===== src/rtl/perf_mon_pkg.sv =====
package perf_mon_pkg;

    localparam int PM_DATA_W  = 32;
    localparam int PM_ADDR_W  = 5;
    localparam int PM_NUM_CNT = 4;
    localparam int PM_CYC_BIT = 31;
    localparam int PM_CYC_W   = 2 * PM_DATA_W;

    typedef logic [PM_ADDR_W-1:0] pm_addr_t;
    typedef logic [PM_DATA_W-1:0] pm_word_t;

    // word addresses
    localparam int PM_A_CTRL    = 0;
    localparam int PM_A_EN_SET  = 1;
    localparam int PM_A_EN_CLR  = 2;
    localparam int PM_A_IRQ_SET = 3;
    localparam int PM_A_IRQ_CLR = 4;
    localparam int PM_A_OVF_SET = 5;
    localparam int PM_A_OVF_CLR = 6;
    localparam int PM_A_CYC_LO  = 7;
    localparam int PM_A_CYC_HI  = 8;
    localparam int PM_A_CNT0    = 9;
    localparam int PM_A_SEL0    = PM_A_CNT0 + PM_NUM_CNT;

    // one bit per event counter plus one for the cycle counter
    typedef struct packed {
        logic                  cyc;
        logic [PM_NUM_CNT-1:0] evt;
    } pm_mask_t;

    localparam int PM_MASK_W = $bits(pm_mask_t);

    // bit order matches the control word: [2]=cycle reset [1]=event reset [0]=run
    typedef struct packed {
        logic cyc_rst;
        logic evt_rst;
        logic run;
    } pm_ctrl_t;

    function automatic pm_word_t mask_to_word(pm_mask_t m);
        pm_word_t w;
        w = '0;
        w[PM_CYC_BIT]     = m.cyc;
        w[PM_NUM_CNT-1:0] = m.evt;
        return w;
    endfunction

    function automatic pm_word_t ctrl_to_word(pm_ctrl_t c);
        pm_word_t w;
        w = '0;
        w[$bits(pm_ctrl_t)-1:0] = c;
        return w;
    endfunction

    function automatic logic addr_is(pm_addr_t a, int idx);
        return a == pm_addr_t'(idx);
    endfunction

endpackage


===== src/rtl/perf_mon_mask_pair.sv =====
module perf_mon_mask_pair
    import perf_mon_pkg::*;
(
    input  logic     clk,
    input  logic     rst,
    input  logic     set_wr,
    input  logic     clr_wr,
    input  pm_mask_t wmask,
    input  pm_mask_t hw_set,
    output pm_mask_t mask
);
    logic [PM_MASK_W-1:0] mask_q;
    logic [PM_MASK_W-1:0] mask_d;

    always_comb begin
        mask_d = mask_q;
        if (set_wr) mask_d = mask_d | wmask;
        if (clr_wr) mask_d = mask_d & ~wmask;
        // a hardware set in the same cycle as a clear is kept
        mask_d = mask_d | hw_set;
    end

    always_ff @(posedge clk) begin
        if (rst) mask_q <= '0;
        else     mask_q <= mask_d;
    end

    assign mask = pm_mask_t'(mask_q);

    AST_HWSET_STICKS: assert property (@(posedge clk) disable iff (rst)
        (|hw_set) |=> ((mask & $past(hw_set)) == $past(hw_set)));

    AST_MASK_HOLDS: assert property (@(posedge clk) disable iff (rst)
        (!set_wr && !clr_wr && hw_set == '0) |=> $stable(mask));

endmodule


===== src/rtl/perf_mon_evt_cnt.sv =====
module perf_mon_evt_cnt
    import perf_mon_pkg::*;
#(
    parameter int NUM_EVT = 8,
    parameter int SEL_W   = $clog2(NUM_EVT + 1)
) (
    input  logic               clk,
    input  logic               rst,
    input  logic               run,
    input  logic               clr,
    input  logic               cnt_wr,
    input  logic               sel_wr,
    input  pm_word_t           wdata,
    input  logic [NUM_EVT-1:0] evt_in,
    output pm_word_t           count,
    output logic [SEL_W-1:0]   sel,
    output logic               wrap
);
    pm_word_t         cnt_q;
    logic [SEL_W-1:0] sel_q;
    logic             hit;
    logic             inc;

    // select 0 and values above NUM_EVT match no input
    always_comb begin
        hit = 1'b0;
        for (int k = 0; k < NUM_EVT; k++) begin
            if (sel_q == SEL_W'(k + 1)) hit = evt_in[k];
        end
    end

    assign inc  = run & hit;
    assign wrap = inc & ~cnt_wr & ~clr & (&cnt_q);

    always_ff @(posedge clk) begin
        if (rst) begin
            cnt_q <= '0;
            sel_q <= '0;
        end else begin
            if (sel_wr) sel_q <= wdata[SEL_W-1:0];
            if (clr)         cnt_q <= '0;
            else if (cnt_wr) cnt_q <= wdata;
            else if (inc)    cnt_q <= cnt_q + 1'b1;
        end
    end

    assign count = cnt_q;
    assign sel   = sel_q;

    AST_IDLE_HOLD: assert property (@(posedge clk) disable iff (rst)
        (!run && !cnt_wr && !clr) |=> $stable(count));

    AST_NULL_SEL_HOLD: assert property (@(posedge clk) disable iff (rst)
        (sel == '0 && !sel_wr && !cnt_wr && !clr) |=> $stable(count));

    AST_WRAP_TO_ZERO: assert property (@(posedge clk) disable iff (rst)
        wrap |=> (count == '0));

    AST_WRITE_WINS: assert property (@(posedge clk) disable iff (rst)
        (cnt_wr && !clr) |=> (count == $past(wdata)));

endmodule


===== src/rtl/perf_mon_cyc_cnt.sv =====
module perf_mon_cyc_cnt
    import perf_mon_pkg::*;
(
    input  logic                clk,
    input  logic                rst,
    input  logic                run,
    input  logic                clr,
    input  logic                lo_wr,
    input  logic                hi_wr,
    input  pm_word_t            wdata,
    output logic [PM_CYC_W-1:0] count,
    output logic                wrap
);
    logic [PM_CYC_W-1:0] cnt_q;
    logic [PM_CYC_W-1:0] cnt_d;

    always_comb begin
        cnt_d = run ? cnt_q + 1'b1 : cnt_q;
        if (lo_wr) cnt_d[PM_DATA_W-1:0]        = wdata;
        if (hi_wr) cnt_d[PM_CYC_W-1:PM_DATA_W] = wdata;
        if (clr)   cnt_d = '0;
    end

    assign wrap = run & ~clr & ~lo_wr & ~hi_wr & (&cnt_q);

    always_ff @(posedge clk) begin
        if (rst) cnt_q <= '0;
        else     cnt_q <= cnt_d;
    end

    assign count = cnt_q;

    AST_CYC_STEP: assert property (@(posedge clk) disable iff (rst)
        (run && !clr && !lo_wr && !hi_wr) |=> (count == $past(count) + 1'b1));

    AST_CYC_CLR: assert property (@(posedge clk) disable iff (rst)
        clr |=> (count == '0));

endmodule


===== src/rtl/perf_mon.sv =====
module perf_mon
    import perf_mon_pkg::*;
#(
    parameter int NUM_EVT = 8,
    localparam int SEL_W  = $clog2(NUM_EVT + 1)
) (
    input  logic                 clk,
    input  logic                 rst,
    input  logic [PM_ADDR_W-1:0] bus_addr,
    input  logic                 bus_wr,
    input  logic [PM_DATA_W-1:0] bus_wdata,
    output logic [PM_DATA_W-1:0] bus_rdata,
    input  logic [NUM_EVT-1:0]   evt_in,
    output logic                 ovf_irq
);
    pm_ctrl_t            ctrl_q;
    pm_mask_t            wmask;
    pm_mask_t            en_mask, irq_mask, ovf_mask, wrap_mask;
    logic                ctrl_wr;
    logic [PM_NUM_CNT-1:0] evt_wrap;
    logic                cyc_wrap;
    logic [PM_CYC_W-1:0] cyc_cnt;
    pm_word_t            cnt_q [PM_NUM_CNT];
    logic [SEL_W-1:0]    sel_q [PM_NUM_CNT];

    assign wmask   = '{cyc: bus_wdata[PM_CYC_BIT], evt: bus_wdata[PM_NUM_CNT-1:0]};
    assign ctrl_wr = bus_wr & addr_is(bus_addr, PM_A_CTRL);

    // control: run bit is held, reset bits are one-shot
    always_ff @(posedge clk) begin
        if (rst) begin
            ctrl_q <= '0;
        end else begin
            if (ctrl_wr) ctrl_q.run <= bus_wdata[0];
            ctrl_q.evt_rst <= ctrl_wr & bus_wdata[1];
            ctrl_q.cyc_rst <= ctrl_wr & bus_wdata[2];
        end
    end

    perf_mon_mask_pair u_en (
        .clk(clk), .rst(rst),
        .set_wr(bus_wr & addr_is(bus_addr, PM_A_EN_SET)),
        .clr_wr(bus_wr & addr_is(bus_addr, PM_A_EN_CLR)),
        .wmask(wmask), .hw_set('0), .mask(en_mask)
    );

    perf_mon_mask_pair u_irq (
        .clk(clk), .rst(rst),
        .set_wr(bus_wr & addr_is(bus_addr, PM_A_IRQ_SET)),
        .clr_wr(bus_wr & addr_is(bus_addr, PM_A_IRQ_CLR)),
        .wmask(wmask), .hw_set('0), .mask(irq_mask)
    );

    assign wrap_mask = '{cyc: cyc_wrap, evt: evt_wrap};

    perf_mon_mask_pair u_ovf (
        .clk(clk), .rst(rst),
        .set_wr(bus_wr & addr_is(bus_addr, PM_A_OVF_SET)),
        .clr_wr(bus_wr & addr_is(bus_addr, PM_A_OVF_CLR)),
        .wmask(wmask), .hw_set(wrap_mask), .mask(ovf_mask)
    );

    for (genvar i = 0; i < PM_NUM_CNT; i++) begin : g_evt
        perf_mon_evt_cnt #(.NUM_EVT(NUM_EVT), .SEL_W(SEL_W)) u_cnt (
            .clk(clk), .rst(rst),
            .run(ctrl_q.run & en_mask.evt[i]),
            .clr(ctrl_q.evt_rst),
            .cnt_wr(bus_wr & addr_is(bus_addr, PM_A_CNT0 + i)),
            .sel_wr(bus_wr & addr_is(bus_addr, PM_A_SEL0 + i)),
            .wdata(bus_wdata),
            .evt_in(evt_in),
            .count(cnt_q[i]),
            .sel(sel_q[i]),
            .wrap(evt_wrap[i])
        );
    end

    perf_mon_cyc_cnt u_cyc (
        .clk(clk), .rst(rst),
        .run(ctrl_q.run & en_mask.cyc),
        .clr(ctrl_q.cyc_rst),
        .lo_wr(bus_wr & addr_is(bus_addr, PM_A_CYC_LO)),
        .hi_wr(bus_wr & addr_is(bus_addr, PM_A_CYC_HI)),
        .wdata(bus_wdata),
        .count(cyc_cnt),
        .wrap(cyc_wrap)
    );

    always_comb begin
        bus_rdata = '0;
        if (addr_is(bus_addr, PM_A_CTRL))
            bus_rdata = ctrl_to_word(ctrl_q);
        if (addr_is(bus_addr, PM_A_EN_SET) || addr_is(bus_addr, PM_A_EN_CLR))
            bus_rdata = mask_to_word(en_mask);
        if (addr_is(bus_addr, PM_A_IRQ_SET) || addr_is(bus_addr, PM_A_IRQ_CLR))
            bus_rdata = mask_to_word(irq_mask);
        if (addr_is(bus_addr, PM_A_OVF_SET) || addr_is(bus_addr, PM_A_OVF_CLR))
            bus_rdata = mask_to_word(ovf_mask);
        if (addr_is(bus_addr, PM_A_CYC_LO))
            bus_rdata = cyc_cnt[PM_DATA_W-1:0];
        if (addr_is(bus_addr, PM_A_CYC_HI))
            bus_rdata = cyc_cnt[PM_CYC_W-1:PM_DATA_W];
        for (int i = 0; i < PM_NUM_CNT; i++) begin
            if (addr_is(bus_addr, PM_A_CNT0 + i)) bus_rdata = cnt_q[i];
            if (addr_is(bus_addr, PM_A_SEL0 + i)) bus_rdata[SEL_W-1:0] = sel_q[i];
        end
    end

    assign ovf_irq = |(ovf_mask & irq_mask);

    AST_RST_SELF_CLEAR: assert property (@(posedge clk) disable iff (rst)
        (ctrl_q.evt_rst && !(ctrl_wr && bus_wdata[1])) |=> !ctrl_q.evt_rst);

    AST_IRQ_NEEDS_EN: assert property (@(posedge clk) disable iff (rst)
        ovf_irq |-> (irq_mask != '0));

    AST_IRQ_NEEDS_FLAG: assert property (@(posedge clk) disable iff (rst)
        ovf_irq |-> (ovf_mask != '0));

endmodule


===== config.mk =====
export PLATFORM = sky130hd
export DESIGN_NAME = perf_mon
export DESIGN_NICKNAME = d
export VERILOG_FILES = /design/src/rtl/perf_mon_pkg.sv /design/src/rtl/perf_mon_mask_pair.sv /design/src/rtl/perf_mon_evt_cnt.sv /design/src/rtl/perf_mon_cyc_cnt.sv /design/src/rtl/perf_mon.sv
export SDC_FILE = /design/constraint.sdc
export NUM_CORES = 1
export LEC_CHECK = 0
export ABC_AREA = 1
export BUFFER_PORTS_ARGS = -buffer_cell sky130_fd_sc_hd__buf_2
export CORE_ASPECT_RATIO = 1.75
export CORE_MARGIN = 3
export CORE_UTILIZATION = 50
export DETAILED_ROUTE_END_ITERATION = 7
export GPL_TIMING_DRIVEN = 1
export PLACE_DENSITY_LB_ADDON = 0.25
export SYNTH_ARGS = -nofsm -noshare
export SYNTH_HDL_FRONTEND = slang
export SYNTH_SLANG_ARGS = --single-unit

===== constraint.sdc =====
create_clock -name clk -period 2.4 [get_ports clk]
set_clock_uncertainty 0.2 [all_clocks]
set_input_delay 0.48 -clock clk [delete_from_list [all_inputs] [get_ports clk]]
set_output_delay 0.48 -clock clk [all_outputs]
set_load 0.005 [all_outputs]

==> out/metrics.cfg, run 1 <==
[routing]
drt-initial-drc-count = 2918
wl_met3_mm = 9.463
met2_length_mm = 42.98
antenna_left = 0
avgViaCountPerCell = 6.285
wl_mm = 93.01
top_layer = met5
detailroute.via_count = 23520
drc = 1
dr.pass1.iters = 8
wl_met1_mm = 27.12
post_drt_wl_per_cell_um = 24.85

[outcome]
violations = design-rule violations, negative setup slack
status = finished with violations

[global_route]
grt_first_pass_wirelength_mm = 132.2
grt_max_degree = 67
grtUsageTotal_pct = 47.02
grt_pass1_vias = 22620
antenna_found_initial = 2
grt_overflow = 0

[logic_synthesis]
ys_seq_area_share_pct = 26.42
synth_area_um2 = 17120
synth_cell_types = 53
async_flop_share_pct = 0
syn_nets = 2938
yosys_warnings = 0
synthCells = 2885
ys.flop_type = dfxtp_1
ys_seq_elements = 226
postSynthAreaPerCell_um2 = 5.936
synth-edff-count = 0

[timing]
slew_headroom_pct = 43.81
finalHoldViolCount = 0
fin_setup_tns_ns = -8.376
worst_pin_slew_ns = 0.8391
final-setup-viol-count = 35
layout_min_cycle_time_ns = 2.852
holdWs_ns = 0.02943
rsz0062_at_grt = true
clock.fmax_ghz = 0.3506
slew_viol_final = 0
fin_crit_sh_pct = 118.8
timing.final.ws_setup_ns = -0.4519

[cells_and_area]
fin_nets = 3322
area_delta_synth_final_pct = 35.80
mostFrequentLayoutCells = nand2_1, buf_4, nor2_1
drive_gt1_share_pct = 23.18
final_common_cell = nand2_1
post-route-util_pct = 68.92

[clock_tree]
cts_tree = yes
clockBufferDepth = 3
clock_latency_ns = 0.57
cts-root-buf = clkbuf_16
path_clk_slew_ns = 0.06
cts_sinks = 226
hold_buffers = 0
cts_buffers = 25
htree_levels = 1

[placement]
post-place-ws_ns = -0.4806
place_congestion = 1.157
io_buffer_count = 80
hpwl_mm = 67.68

[critical_path]
arrival_ns = 2.17
cp-start-kind = primary input
reg2reg_setup_slack_ns = -0.07
crit_required_ns = 1.72
path_max_fanout = 3
crit_type = in2out
endpoint_kind = output port

[die]
die_y_um = 250.8
ioPinCount = 81
dieArea_um2 = 36590
start_util_pct = 50.75
die_w_um = 145.9
coreArea_um2 = 33740
num_rows = 89

[job]
drv_cap = 0

[pwr]
ir_drop_uv = 675.2
p_per_area_nw_per_um2 = 386.6
p_leak_nw = 9.054

[worst_hold_path]
hp-class = in2reg

sequential cells by signal (all words and copies together), names as in the netlist, named ones only:
name	flops
ctrl_q	3
u_ovf.mask	5
g_evt.u_cnt.sel	16
g_evt.u_cnt.count	128
u_cyc.count	64
area by class of cell:
class,instances,area (um^2)
inverters,263,1044
clock buffers,31,688.2
flip-flops and latches,226,4559
well taps,455,569.3
multi-input cells,2268,11960
clock inverters,14,230.2
fillers,2971,10490
repair buffers,485,4200
diodes,1,2.502
cell usage after synthesis (3+ instances only):
cell | n | area share, %
nor2_4 | 6 | 0.39
ha_1 | 5 | 0.37
nand4_1 | 80 | 2.9
clkbuf_1 | 65 | 1.4
buf_2 | 49 | 1.4
nor3_1 | 100 | 2.9
inv_2 | 12 | 0.26
o2111ai_1 | 13 | 0.66
nor2_2 | 10 | 0.37
o22ai_1 | 4 | 0.15
nand3b_1 | 9 | 0.39
o221ai_1 | 7 | 0.36
a221oi_1 | 3 | 0.15
dfxtp_1 | 226 | 26
nor2_1 | 307 | 6.7
xnor2_1 | 19 | 0.97
inv_1 | 248 | 5.4
and3_1 | 3 | 0.11
o21ai_0 | 167 | 4.9
a211oi_1 | 10 | 0.44
o211ai_1 | 32 | 1.4
o21bai_1 | 3 | 0.13
o21ai_1 | 16 | 0.47
nor4_1 | 12 | 0.44
nand2_1 | 825 | 18
nand2_2 | 9 | 0.33
a31oi_1 | 21 | 0.77
a2111oi_0 | 9 | 0.46
a21oi_1 | 216 | 6.3
buf_4 | 5 | 0.22
buf_1 | 6 | 0.13
nand3_1 | 250 | 7.3
o211a_1 | 4 | 0.23
xor2_1 | 105 | 5.4
logic make-up (layout without fill, tap and decap cells):
| kind of cell | count (synthesis) | after routing | share of synthesized area [%] |
|---|---|---|---|
| AOI/OAI and AO/OA | 517 | 517 | 17.01 |
| xor gates and xnor gates | 124 | 124 | 6.342 |
| adders and majority gates | 5 | 5 | 0.3653 |
| buffers and inverters | 391 | 793 | 9.148 |
| DFF | 226 | 226 | 26.42 |
| muxes | 1 | 1 | 0.05846 |
| other | 0 | 1 | 0 |
| and+or+nand+nor | 1621 | 1621 | 40.65 |
routing by layer:
layer  vias up  GRT usage, %
met3       747         9.089
met5         -             0
met4         4         51.43
met1     10670         45.31
met2      1748         79.64
li1      10360             -
what timing repair did:
| action | in CTS | in global routing |
|---|---|---|
| gates resized for setup | 187 | 157 |
| cloned | 3 | 4 |
| setup endpoints to repair | 40 | 80 |
| setup buffers | 16 | 29 |
| pin swaps | 38 | 50 |
power by group:
group          switching, mW  total (mW)  leakage, nW  internal [mW]
registers             0.0182        3.78         1.83           3.76
clock network           1.82        4.51        0.453           2.68
logic                  0.479       0.706         6.77          0.227
total                   2.32        8.99         9.05           6.67
metrics by stage:
stage / area [um^2] / power (mW) / std cells
finish: 23250 / 8.989 / 3743
detailed placement: 20540 / 4.393 / 3653
floorplan: 17120 / 4.086 / 2885
CTS: 22330 / 8.858 / 3713
global placement: 20540 / 4.386 / 3653
global route: 23250 / 9.104 / 3742
final timing paths:
path	startpoint	end	cells after the start
setup / recovery	bus_addr[3]	bus_rdata[31]	12
hold / removal	bus_wdata[17]	u_cyc.count[17]	3
setup reg to reg	g_evt[0].u_cnt.count[2]	g_evt[0].u_cnt.count[25]	11
hold reg to reg	g_evt[0].u_cnt.count[16]	g_evt[0].u_cnt.count[16]	2
critical path, cell delays in order:
cell and delay (ns):
buf_8 0.10, buf_8 0.14, nor2_4 0.05, nand3_2 0.08
nand2_2 0.08, nand2_1 0.08, nand4_1 0.13, o21ai_4 0.12
nand3_2 0.11, a21oi_2 0.15, o211ai_1 0.37, buf_2 0.27
Note: power is estimated with default switching activity, not from simulation.
==> inputs of run 2 (changes only) <==
- SYNTH_HIERARCHICAL: default -> 1
==> run 2 against run 1 <==
Die area grew 6.7%. The run ends with negative setup slack left. Critical path type unchanged. Highest routed layer unchanged. Area after synthesis grew 7.0%. Non-clock buffer count shrank 203. Sequential share of layout area grew 0.75 points. Largest cell class unchanged. Via count grew 2.0%. Combinational power grew 11%. Cell area shrank 3.9%.
==> out/metrics.cfg, run 2 <==
[outcome]
status = finished with violations
violations = negative setup slack

[die]
die_w_um = 150.7
coreArea_um2 = 36140
die_y_um = 259.2
start_util_pct = 50.67
num_rows = 92
dieArea_um2 = 39050
ioPinCount = 81

[logic_synthesis]
synth_top_cell_by_area = nand2_1
postSynthAreaPerCell_um2 = 5.644
synth_common_cells = nand2_1, nor2_1, nand3_1
yosysMostFrequentCell = nand2_1
synth_cell_types = 42
ys.flop_type = dfxtp_1
ys_seq_area_share_pct = 24.70
yosys_warnings = 6
synthCells = 3245
ys_seq_elements = 226
synth_top_area_share_pct = 27.36
synth-edff-count = 0
async_flop_share_pct = 0
synth_area_um2 = 18320
synthTopCellsByArea = nand2_1, dfxtp_1, nand3_1, nor2_1, a21oi_1

[placement]
post-place-ws_ns = -0.3077
io_buffer_count = 80
hpwl_mm = 69.05
dpl-instance-area_um2 = 20180
place_congestion = 1.091

[clock_tree]
clockBufferDepth = 3
cts_buffers = 25
cts_tree = yes
path_clk_slew_ns = 0.07
cts-root-buf = clkbuf_16
htree_levels = 1
cts_sinks = 226
clock_latency_ns = 0.56

[timing]
final-setup-viol-count = 32
fin_crit_sh_pct = 112.4
rsz0062_at_grt = true
worst_pin_slew_ns = 0.7683
slew_headroom_pct = 48.78
layout_min_cycle_time_ns = 2.699
timing.final.ws_setup_ns = -0.2987
holdWs_ns = 0.02722
slew_viol_final = 0
finalHoldViolCount = 0
clock.fmax_ghz = 0.3705

[critical_path]
critPathSlowestCell = nand4_1
path_max_fanout = 7
r2r-start = u_cyc/count[4]
rr_worst_depth = 8
cp-start-kind = primary input
crit_required_ns = 1.72
cp_top_family = buffers and inverters
reg2reg_to = u_cyc/count[54]
slowest_delay_ns = 0.19
path_cells = buf_12, nor2_4, nand2_4, buf_6, nor2_4, buf_12, buf_8, buf_6, nand2_4, nand3_2, o21ai_2, nand4_1, buf_2
arrival_ns = 2.02
crit_type = in2out
reg2reg_setup_slack_ns = 0
critPathBufInv = 6
endpoint_kind = output port

[global_route]
antenna_found_initial = 4
grt_first_pass_wirelength_mm = 136.1
grt_overflow = 0
grtUsageTotal_pct = 46.58
grt_max_degree = 60
grt_pass1_vias = 22410

[pwr]
p_leak_nw = 8.558
p_per_area_nw_per_um2 = 404.6
p_total_mw = 9.045
ir_drop_uv = 459.3

[routing]
drt-initial-drc-count = 3019
wl_mm = 95.10
post_drt_wl_per_cell_um = 24.22
avgViaCountPerCell = 6.110
detailroute.via_count = 23990
antenna_left = 0
dr.pass1.iters = 8
drc = 0

[cells_and_area]
area_delta_synth_final_pct = 22.05
drive_gt1_share_pct = 16.18
mostFrequentLayoutCells = nand2_1, nor2_1, nand3_1
fin_area_um2 = 22350
largest_register_ffs = 128
final_common_cell = nand2_1
fin_nets = 3490

[worst_hold_path]
min_from = bus_wr
whs_path_depth = 3
hp-class = in2reg
hold-path-endpoint = ctrl_q[0]

[job]
drv_cap = 0

==> run 2: changes by cell type after synthesis, sizes merged, moves of 10 or more <==
cell / previous run / this run
nand2: 834 / 1370
o21ai: 183 / 79
nor2: 325 / 420
nor3: 102 / 15
xor2: 105 / 53
nand3: 252 / 300
a22oi: 2 / 47
inv: 261 / 225
nand4: 80 / 45
o211ai: 32 / 1
o21bai: 3 / 30
a211oi: 10 / 0
==> run 2: metal layers <==
layer / up-vias / part of all wire, % / track usage [%]
met3: 608 / 10 / 11.09
met5: - / 0.025 / 0
met1: 10980 / 32 / 47.86
met2: 1604 / 45 / 75.45
li1: 10800 / - / -
met4: 4 / 13 / 45.41
==> run 2: area by class of cell <==
type	instances	area, um^2
inverters	225	854.6
multi-input cells	2677	12980
clock buffers	34	679.4
diodes	2	5.005
repair buffers	282	2482
clock inverters	11	216.5
well taps	470	588.1
flip-flops and latches	226	4549
fillers	3577	13790
==> run 2: tightest hold or removal path, cell delays in order <==
cell	delay [ns]
buf_2	0.11
nand3_1	0.07
a21oi_1	0.07
==> run 2: per-stage QoR <==
stage	TNS [ns]	util [%]	std cells
CTS	-1.343	60.15	3911
detailed placement	-23.56	55.83	3847
finish	-5.932	61.85	3927
floorplan	0	-	3254
global placement	-17.36	55.83	3847
global route	-7.378	61.83	3925
==> run 2: logic make-up after synthesis <==
| group | count (synthesis) | share of synthesized area (%) |
|---|---|---|
| other | 1 | 0.02047 |
| buffers and inverters | 351 | 8.724 |
| XOR/XNOR | 81 | 3.874 |
| AO/OA/AOI/OAI | 407 | 12.73 |
| flip-flops | 226 | 24.70 |
| adder cells (fa/ha/maj) | 5 | 0.3416 |
| AND/OR/NAND/NOR | 2174 | 49.61 |
==> run 2: timing repair <==
action / in CTS / in global routing
pin swaps: 17 / 40
buffers inserted: 17 / 17
resized for setup: 128 / 103
endpoints found under the setup margin: 32 / 43
endpoints found under the hold margin: 0 / 0
gates cloned: 2 / 4
hold buffers: 0 / 0
==> run 2: worst max-delay path by stage <==
stage           startpoint  depth (start not counted)  slack (ns)                  endpoint
2_1_floorplan  bus_addr[4]                         14        0.07  g_evt[0].u_cnt/count[29]
3_3_place_gp   bus_addr[4]                         14       -0.26              bus_rdata[2]
3_5_place_dp   bus_addr[4]                         12       -0.31  g_evt[1].u_cnt/count[17]
4_1_cts        bus_addr[1]                         12       -0.11              bus_rdata[8]
5_1_grt        bus_addr[0]                         14       -0.35              bus_rdata[1]
6_report       bus_addr[0]                         13       -0.30             bus_rdata[22]
==> run 2: where the power goes <==
group	internal [mW]	total [mW]	switching (mW)
logic	0.234	0.785	0.552
registers	3.77	3.83	0.0525
clock network	2.63	4.43	1.80
